## src/rtl/tshut_pkg.sv

```systemverilog
package tshut_pkg;
  localparam int NUM_RAILS = 4;
  localparam int RAIL_LDO1 = 2;
  localparam int THR_MIN   = 7;
  localparam int THR_MAX   = 13;

  typedef enum logic [2:0] {
    ST_RUN  = 3'd0,
    ST_CUT  = 3'd1,
    ST_WAIT = 3'd2,
    ST_LOCK = 3'd3,
    ST_SHIP = 3'd4
  } tshut_state_e;

  typedef enum logic [1:0] {
    K_ADAPTER   = 2'd0,
    K_BAT_ADC   = 2'd1,
    K_BAT_NOADC = 2'd2,
    K_LOCK      = 2'd3
  } tshut_kind_e;
endpackage

```

## src/rtl/tshut_fault_gate.sv

```systemverilog
module tshut_fault_gate #(
  parameter int NR = 4
) (
  input  logic          mode_adapter,
  input  logic          adc_en,
  input  logic          die_hot,
  input  logic [NR-1:0] rail_hot,
  input  logic [NR-1:0] rail_en_req,
  output logic          fault_now
);
  logic [NR-1:0] rail_fault;
  logic          die_counts;

  genvar g;
  generate
    for (g = 0; g < NR; g++) begin : g_rail
      assign rail_fault[g] = rail_hot[g] & rail_en_req[g];
    end
  endgenerate

  assign die_counts = mode_adapter | adc_en;
  assign fault_now  = (|rail_fault) | (die_hot & die_counts);
endmodule

```

## src/rtl/tshut_repeat_guard.sv

```systemverilog
module tshut_repeat_guard #(
  parameter int WIN_CYC = 400,
  parameter int THR_LO  = 7,
  parameter int THR_HI  = 13
) (
  input  logic       clk,
  input  logic       rst,
  input  logic       clear,
  input  logic       trigger,
  input  logic       lockout_en,
  input  logic [3:0] thresh,
  output logic       lock_hit
);
  localparam int WW = $clog2(WIN_CYC + 1);

  logic [WW-1:0] win_cnt;
  logic          win_act;
  logic [4:0]    hits;
  logic [4:0]    hits_new;
  logic [4:0]    thr_c;
  logic          expired;

  always_comb begin
    if (thresh < 4'(THR_LO))      thr_c = 5'(THR_LO);
    else if (thresh > 4'(THR_HI)) thr_c = 5'(THR_HI);
    else                          thr_c = {1'b0, thresh};
  end

  assign expired  = win_act && (win_cnt == WW'(WIN_CYC - 1));
  assign hits_new = ((win_act && !expired) ? hits : 5'd0) + 5'd1;
  assign lock_hit = trigger && lockout_en && (hits_new >= thr_c);

  always_ff @(posedge clk) begin
    if (rst || clear) begin
      win_act <= 1'b0;
      win_cnt <= '0;
      hits    <= '0;
    end else if (trigger) begin
      hits <= (hits_new > 5'd30) ? 5'd30 : hits_new;
      if (!win_act || expired) begin
        win_act <= 1'b1;
        win_cnt <= '0;
      end else begin
        win_cnt <= win_cnt + 1'b1;
      end
    end else if (expired) begin
      win_act <= 1'b0;
      win_cnt <= '0;
      hits    <= '0;
    end else if (win_act) begin
      win_cnt <= win_cnt + 1'b1;
    end
  end
endmodule

```

## src/rtl/tshut_hold_timer.sv

```systemverilog
module tshut_hold_timer #(
  parameter int HOLD_CYC = 20
) (
  input  logic clk,
  input  logic rst,
  input  logic run,
  output logic done
);
  localparam int HW = $clog2(HOLD_CYC + 1);
  logic [HW-1:0] cnt;

  assign done = run && (cnt == HW'(HOLD_CYC - 1));

  always_ff @(posedge clk) begin
    if (rst || !run || done) cnt <= '0;
    else                     cnt <= cnt + 1'b1;
  end
endmodule

```

## src/rtl/tshut_supervisor.sv

```systemverilog
module tshut_supervisor
  import tshut_pkg::*;
#(
  parameter int CLK_HZ      = 50_000_000,
  parameter int WINDOW_MS   = 2000,
  parameter int DEGLITCH_MS = 10
) (
  input  logic                 clk,
  input  logic                 rst,
  input  logic                 mode_adapter,
  input  logic                 adc_en,
  input  logic                 lockout_en,
  input  logic [3:0]           lockout_thresh,
  input  logic                 int_mask,
  input  logic                 vin_present,
  input  logic                 die_hot,
  input  logic [NUM_RAILS-1:0] rail_hot,
  input  logic [NUM_RAILS-1:0] rail_en_req,
  input  logic                 seq_en,
  input  logic                 sys_ok,
  input  logic                 ship_ldo1_ao,
  input  logic                 flag_clr,
  output logic                 chg_en,
  output logic                 in_sw_en,
  output logic                 bat_sw_en,
  output logic [NUM_RAILS-1:0] rail_en,
  output logic                 seq_req,
  output logic                 tshut_stat,
  output logic                 tshut_flag,
  output logic                 irq
);
  localparam int CYC_PER_MS = CLK_HZ / 1000;
  localparam int WIN_CYC    = CYC_PER_MS * WINDOW_MS;
  localparam int DGL_CYC    = CYC_PER_MS * DEGLITCH_MS;

  tshut_state_e st_q, st_n;
  tshut_kind_e  kind_q, kind_n;
  logic lock_q, lock_n, seen_q, seen_n;
  logic fault_now, lock_hit, dgl_done, trig, leave, need_die;

  logic                 chg_n, in_n, bat_n, seq_n, stat_n, flag_n, irq_n;
  logic [NUM_RAILS-1:0] rail_n, ldo1_only;

  tshut_fault_gate #(.NR(NUM_RAILS)) u_gate (
    .mode_adapter(mode_adapter),
    .adc_en      (adc_en),
    .die_hot     (die_hot),
    .rail_hot    (rail_hot),
    .rail_en_req (rail_en_req),
    .fault_now   (fault_now)
  );

  tshut_repeat_guard #(.WIN_CYC(WIN_CYC), .THR_LO(THR_MIN), .THR_HI(THR_MAX)) u_guard (
    .clk       (clk),
    .rst       (rst),
    .clear     (st_q == ST_LOCK),
    .trigger   (trig),
    .lockout_en(lockout_en),
    .thresh    (lockout_thresh),
    .lock_hit  (lock_hit)
  );

  tshut_hold_timer #(.HOLD_CYC(DGL_CYC)) u_timer (
    .clk (clk),
    .rst (rst),
    .run (st_q == ST_WAIT),
    .done(dgl_done)
  );

  assign need_die = (kind_q != K_BAT_NOADC);

  always_comb begin
    ldo1_only = '0;
    ldo1_only[RAIL_LDO1] = rail_en_req[RAIL_LDO1] & ~rail_hot[RAIL_LDO1];
  end

  // state transitions
  always_comb begin
    st_n   = st_q;
    kind_n = kind_q;
    lock_n = lock_q;
    seen_n = seen_q;
    trig   = 1'b0;
    leave  = 1'b0;
    unique case (st_q)
      ST_RUN: begin
        if (ship_ldo1_ao) begin
          st_n = ST_SHIP;
        end else if (fault_now) begin
          trig   = 1'b1;
          st_n   = ST_CUT;
          lock_n = lock_hit;
          kind_n = mode_adapter ? K_ADAPTER : (adc_en ? K_BAT_ADC : K_BAT_NOADC);
        end
      end
      ST_CUT: begin
        seen_n = 1'b0;
        if (lock_q) begin
          st_n   = ST_LOCK;
          kind_n = K_LOCK;
        end else begin
          st_n = ST_WAIT;
        end
      end
      ST_WAIT: begin
        if (dgl_done && !(need_die && die_hot)) begin
          st_n   = ST_RUN;
          leave  = 1'b1;
          lock_n = 1'b0;
        end
      end
      ST_LOCK: begin
        if (!vin_present) begin
          seen_n = 1'b1;
        end else if (seen_q) begin
          seen_n = 1'b0;
          st_n   = ST_WAIT;
        end
      end
      ST_SHIP: begin
        if (!ship_ldo1_ao) st_n = ST_RUN;
      end
      default: st_n = ST_RUN;
    endcase
  end

  // output decode from the next state
  always_comb begin
    chg_n  = 1'b0;
    in_n   = 1'b0;
    bat_n  = 1'b0;
    rail_n = '0;
    stat_n = 1'b1;
    unique case (st_n)
      ST_RUN: begin
        chg_n  = mode_adapter;
        in_n   = mode_adapter;
        bat_n  = 1'b1;
        rail_n = rail_en_req;
        stat_n = 1'b0;
      end
      ST_CUT: begin
        in_n  = (kind_n == K_ADAPTER);
        bat_n = 1'b1;
      end
      ST_WAIT: bat_n = (kind_n == K_BAT_NOADC);
      ST_LOCK: bat_n = 1'b0;
      ST_SHIP: begin
        rail_n = ldo1_only;
        stat_n = tshut_stat;
      end
      default: stat_n = 1'b0;
    endcase
    flag_n = trig ? 1'b1 : (flag_clr ? 1'b0 : tshut_flag);
    irq_n  = trig & ~int_mask;
    seq_n  = leave & seq_en & sys_ok;
  end

  always_ff @(posedge clk) begin
    if (rst) begin
      st_q       <= ST_RUN;
      kind_q     <= K_ADAPTER;
      lock_q     <= 1'b0;
      seen_q     <= 1'b0;
      chg_en     <= 1'b0;
      in_sw_en   <= 1'b0;
      bat_sw_en  <= 1'b0;
      rail_en    <= '0;
      seq_req    <= 1'b0;
      tshut_stat <= 1'b0;
      tshut_flag <= 1'b0;
      irq        <= 1'b0;
    end else begin
      st_q       <= st_n;
      kind_q     <= kind_n;
      lock_q     <= lock_n;
      seen_q     <= seen_n;
      chg_en     <= chg_n;
      in_sw_en   <= in_n;
      bat_sw_en  <= bat_n;
      rail_en    <= rail_n;
      seq_req    <= seq_n;
      tshut_stat <= stat_n;
      tshut_flag <= flag_n;
      irq        <= irq_n;
    end
  end
endmodule

```

## config.mk

```make
export PLATFORM = sky130hd
export DESIGN_NAME = tshut_supervisor
export DESIGN_NICKNAME = d
export VERILOG_FILES = /design/src/rtl/tshut_pkg.sv /design/src/rtl/tshut_fault_gate.sv /design/src/rtl/tshut_repeat_guard.sv /design/src/rtl/tshut_hold_timer.sv /design/src/rtl/tshut_supervisor.sv
export SDC_FILE = /design/constraint.sdc
export NUM_CORES = 1
export LEC_CHECK = 0
export BUFFER_PORTS_ARGS = -buffer_cell sky130_fd_sc_hd__buf_4
export CAP_MARGIN = 40
export CORE_MARGIN = 1
export CORE_UTILIZATION = 36
export CTS_CLUSTER_SIZE = 12
export DETAILED_ROUTE_END_ITERATION = 8
export SETUP_SLACK_MARGIN = 0.2
export SLEW_MARGIN = 25
export SYNTH_ARGS = -nofsm -noshare
export SYNTH_HDL_FRONTEND = slang
export SYNTH_SLANG_ARGS = --single-unit
```

## constraint.sdc

```tcl
create_clock -name clk -period 4.4 [get_ports clk]
set_clock_uncertainty 0.05 [all_clocks]
set_input_delay 0.66 -clock clk [delete_from_list [all_inputs] [get_ports clk]]
set_output_delay 0.66 -clock clk [all_outputs]
set_load 0.05 [all_outputs]
```

; Yosys cells after proc, flatten, opt, wreduce, memory -nomap -nowiden
; Cells that the tools add are included.
[word_totals]
reg_bits = 70
in_bits = 24
output_inout_bits = 11
word_cells = 126
[op_classes]
reduce_logical = 29
n_addsub = 3
bitwise = 14
muxes = 44
magnitude_cmp = 4
eq_ne = 16
[ops]
columns = op, count
row1 = two-way mux 27 bit, 4
row2 = "adder 27 x 1 -> 27 bit, second input constant", 1
row3 = "== test 27 bit, second input constant", 1
row4 = two-way mux 5 bit, 5
row5 = "adder 19 x 1 -> 19 bit, second input constant", 1
row6 = "== test 19 bit, second input constant", 1
row7 = two-way mux 3 bit, 6
row8 = two-way mux 1 bit, 15
row9 = case mux 3 bit (5 select lines), 1
row10 = "== test 3 x 2 -> 1 bit, second input constant", 4
row11 = two-way mux 2 bit, 5
row12 = case mux 1 bit (2 select lines), 5
row13 = AND 1 bit, 9
row14 = "!= test 2 bit, second input constant", 4
row15 = case mux 4 bit (2 select lines), 1
row16 = nonzero test 2 bit, 4
row17 = logical AND 1 bit, 7
row18 = "== test 3 x 1 -> 1 bit, second input constant", 2
row19 = "== test 3 bit, second input constant", 2
row20 = logical NOT 3 bit, 2
row21 = "adder 5 x 1 -> 5 bit, second input constant", 1
row22 = greater-or-equal comparator 5 bit, 1
row23 = "greater-than comparator 5 bit, second input constant", 1
row24 = "greater-than comparator 4 bit, second input constant", 1
row25 = 16 further kinds, 26

; Logic depth before layout (Yosys ltp)
[logic_depth]
word_depth = 11
depth_mapped = 14
mapped_depth_nobuf = 12

; Modules after synthesis
; From an unflattened synthesis, not the netlist that was laid out.
[hier_totals]
hier_cells = 434
hier_area_um2 = 3667.3
[modules_own_cells]
columns = mod, area_each_um2, instances, cells_each, seq_area_each_um2
row1 = tshut_repeat_guard, 2049.5, 1, 254, 660.6
row2 = tshut_hold_timer, 910.9, 1, 102, 380.4
row3 = tshut_supervisor, 681.9, 1, 74, 360.3
row4 = tshut_fault_gate, 25.0, 1, 4, 0.0

; Least setup slack after synthesis
; OpenSTA, ideal clock, no wires.
[synth_path]
path_kind = register to register
start = register u_guard.win_cnt[9]
end = register lock_q
synth_period_minus_slack_ns = 3.000
required_time_ns = 4.220
path_slack_ns = 1.400
t_arrival_ns = 2.820
n_path_buf = 2
path_stages_with_launch = 14
path_cell_list = dfxtp_1 or4_4 nor4_4 a21boi_1 buf_2 and2_1 ha_1 clkbuf_1 xnor2_1 ha_1 a211oi_1 nor3b_1 o211ai_1 o211ai_1
[synth_between]
elab_chain_len = 11
[synth_rtl]
columns = item, line
row1 = from (decl), tshut_repeat_guard.sv:16  ; logic [WW-1:0] win_cnt;
row2 = from (signal assigned), tshut_repeat_guard.sv:44  ; win_cnt <= win_cnt + 1'b1;
row3 = from (signal assigned), tshut_repeat_guard.sv:51  ; win_cnt <= win_cnt + 1'b1;
row4 = == test 27 bit, tshut_repeat_guard.sv:29  ; assign expired = win_act && (win_cnt == WW'(WIN_CYC - 1));
row5 = logical AND 1 bit, tshut_repeat_guard.sv:29
row6 = logical NOT 1 bit, tshut_repeat_guard.sv:30  ; assign hits_new = ((win_act && !expired) ? hits : 5'd0) + 5'd1;
row7 = logical AND 1 bit, tshut_repeat_guard.sv:30
row8 = two-way mux 5 bit, tshut_repeat_guard.sv:30
row9 = adder 5 x 1 -> 5 bit, tshut_repeat_guard.sv:30
row10 = greater-or-equal comparator 5 bit, tshut_repeat_guard.sv:31  ; assign lock_hit = trigger && lockout_en && (hits_new >= thr_c);
row11 = logical AND 1 bit, tshut_repeat_guard.sv:31
row12 = two-way mux 1 bit, tshut_supervisor.sv:89  ; end else if (fault_now) begin
row13 = two-way mux 1 bit, tshut_supervisor.sv:87  ; if (ship_ldo1_ao) begin
row14 = case mux 1 bit (2 select lines), tshut_supervisor.sv:85  ; unique case (st_q)
row15 = to (signal assigned), tshut_supervisor.sv:176  ; lock_q <= lock_n;
row16 = to (decl), tshut_supervisor.sv:38  ; logic lock_q, lock_n, seen_q, seen_n;
; No other way between the ends. The select of a mux whose other input is x is not followed.
; A chain may end at the register's enable or synchronous reset.

; Final worst setup path
[layout_path]
start = register u_guard.win_cnt[0]
end = register lock_q
; The elaborated chain is that of the path after synthesis.

==> results.cfg <==
[detailed_routing]
drt_iter0_drc = 149
route.met3.wl_microns = 261
met2RoutedLength_mm = 3.66
firstDrtPassIters = 4
met1_length_mm = 3.96
wirelength_mm = 7.99
topRoutingLayerUsed = met4
ant_nets = 0
wl_per_cell_microns = 13.5
drc = 0
vias_per_cell = 5.31
vias = 3148

[clocking]
clkLatencyLatePin_ns = 0.36
cts-root-buf = clkbuf_8
cts_buffer_depth = 2
path_clk_slew_ns = 0.09
cts-buffers-inserted = 9
cts_setup_buffers = 0
cts-resized-gates = 0
clock-sinks = 70
htreeDepth = 3
cts_hold_buf = 0
cts_tree = done

[pwr]
p_leak_nw = 1.46
powerDensity_nw_per_um2 = 328
vdd_drop_max_v = 0.000153

[synthesis]
synth-compound-area-share = 0.174
synth_seq_area_share = 0.398
synth-simple-area-share = 0.292
syn_area_per_cell_sq_um = 8.30
synth_area_leader_cell = dfxtp_1
syn_nets = 456
synthMuxAreaShare = 0.0114
synth-xor-area-share = 0.0548
synth_top_family_by_area = simple AND/OR/NAND/NOR gates
synthCells = 424
yosysTopAreaCellShare = 0.398
synthFlopType = dfxtp_1
yosysWarnings = 0
synth_edf_count = 0
synth-seq-cells = 70
yosysUniqueCellTypes = 53
syn-cell-area_sq_um = 3520
yosys.area_share.adder = 0.0284
synth-async-reset-ratio = 0
synth_area_leaders = dfxtp_1 40%, nor2_1 5.5%, nand2_1 4.1%

[placed_design]
gp_congestion = 0.841
dp_hpwl_mm = 5.77
port_buffers = 34

[grt]
grt_pass1_vias = 2955
antenna_found_initial = 0
overflow = 0
grt_pass1_wl_mm = 14.0
grt_usage = 0.175
grt_start_max_net_pins = 18

[timing]
period_minus_slack_ns = 3.41
worstMarginPinSlew_ns = 0.818
setup_viol = 0
fin_crit_sh = 0.774
finalSetupTns_ns = 0
max_clock_freq_mhz = 294
worst_hold_slack_ns = 0.394
rsz0062_at_grt = false
hold_violations = 0
finalMaxSlewViolations = 0
max_slew_margin = 0.454

[floorplan]
initial_core_util = 0.375
die-height_microns = 101
rows = 35
core_area_sq_um = 9370
die_area_sq_um = 10200
die_x_microns = 101
ios = 35

[critical_path]
cp-start-kind = flip-flop
crit_path_end_kind = flip-flop
crit_start = u_guard.win_cnt[0]$_SDFFE_PP0P_
cp.arrival_ns = 3.58
ff2ff_path_depth = 12
worstReg2RegEnd = lock_q$_SDFFE_PP0P_
endpoint = lock_q$_SDFFE_PP0P_
worst-path-max-fanout = 11
worstSetupPathType = flip-flop to flip-flop
r2r_slack_ns = 0.99
worst_ep_required_time_ns = 4.58
reg2reg_from = u_guard.win_cnt[0]$_SDFFE_PP0P_

[outcome]
status = finished, final reports clean

[finish]
layout_commonest_cell = dfxtp_1
final_core_util = 0.437
drive_gt1_frac = 0.136
syn2layout_area_growth_pct = 16.3
antenna_cells = 0
final_nets = 491
layout_common_cells = 70 x dfxtp_1, 52 x nor2_1, 38 x nand2_1, 38 x buf_4, 26 x nand3_1

[flow_run]
drv_cap = 0

[worst_hold_path]
hp-class = primary input to flip-flop
-- cell type report --
cell class	count	area [sq um]
Clock buffer	9	124
Clock inverter	7	71.3
Fill cell	954	5280
Inverter	16	60.1
Multi-Input combinational cell	323	1980
Sequential cell	70	1400
Tap cell	129	161
Timing Repair Buffer	39	297
-- logic make-up (layout without fill, tap and decap cells) --
group	count (synthesis)	after routing
DFF	70	70
muxes	4	4
adders and majority gates	8	8
buffers and inverters	31	71
AOI/OAI and AO/OA	93	93
xor gates and xnor gates	22	22
and+or+nand+nor	196	196
-- sequential cells by signal, indices dropped and copies added (netlist names) --
| signal | count |
|---|---|
| chg_en | 1 |
| tshut_flag | 1 |
| bat_sw_en | 1 |
| irq | 1 |
| u_timer.cnt | 19 |
| lock_q | 1 |
| u_guard.win_act | 1 |
| st_q | 3 |
| rail_en | 4 |
| seen_q | 1 |
| seq_req | 1 |
| kind_q | 2 |
| in_sw_en | 1 |
| tshut_stat | 1 |
| u_guard.hits | 5 |
| u_guard.win_cnt | 27 |
-- where the power goes --
group	internal, W	switching [W]
sequential	0.000649	0.0000107
clock	0.000225	0.000294
combinational	0.0000584	0.000102
total	0.000933	0.000408
-- worst min path at each step --
stage	slack, ns	startpoint	depth (start not counted)	endpoint
final	0.39	int_mask	2	irq$_SDFF_PP0_
after global routing	0.37	int_mask	2	irq$_SDFF_PP0_
after CTS	0.38	int_mask	2	irq$_SDFF_PP0_
after detailed placement	0.40	u_timer.cnt[0]$_SDFF_PP0_	1	u_timer.cnt[0]$_SDFF_PP0_
after global placement	0.39	u_timer.cnt[0]$_SDFF_PP0_	1	u_timer.cnt[0]$_SDFF_PP0_
after floorplan	0.38	u_timer.cnt[0]$_SDFF_PP0_	1	u_timer.cnt[0]$_SDFF_PP0_
-- stage by stage --
step                      area (sq um)  total power [W]  worst slack [ns]  cells
after floorplan                   3520         0.000780              1.40    424
after detailed placement          3900         0.000835              1.03    577
final                             4090          0.00134             0.993    593
after global routing              4090          0.00141             0.627    593
after CTS                         4090          0.00136              1.01    593
after global placement            3880         0.000833              1.19    576
-- Yosys cell counts, types with 3 or more instances --
master    number
a211oi_1       6
a21oi_1       23
a22o_1         3
a22oi_1        5
a31oi_1       14
and2_1         6
and3_1        14
and4_1         9
buf_2          6
buf_6          3
clkbuf_1       6
dfxtp_1       70
ha_1           8
inv_1         16
mux2i_1        4
nand2_1       38
nand2b_1       6
nand3_1       26
nand3b_1       4
nand4_1       13
nor2_1        52
nor3_1        11
nor4_1         4
o211ai_1       4
o21a_1         5
o21ai_0       14
xnor2_1       15
xor2_1         7
-- layer usage --
metal | up-vias | GRT usage
li1 | 1625 | -
met1 | 1468 | 0.231
met2 | 46 | 0.273
met3 | 9 | 0.0423
met4 | 0 | 0.0691
met5 | - | 0
-- worst max-delay path, stage by stage (launching register included) --
cell and delay, ns:
dfxtp_1 0.40, ha_1 0.22, nand3_1 0.18, nor4_1 0.54
a21boi_1 0.38, and2_1 0.31, ha_1 0.27, xnor2_1 0.16
ha_1 0.20, a211oi_1 0.21, nor3b_1 0.08, o211ai_1 0.18
o211ai_1 0.11
(Power assumes the default switching activity.)
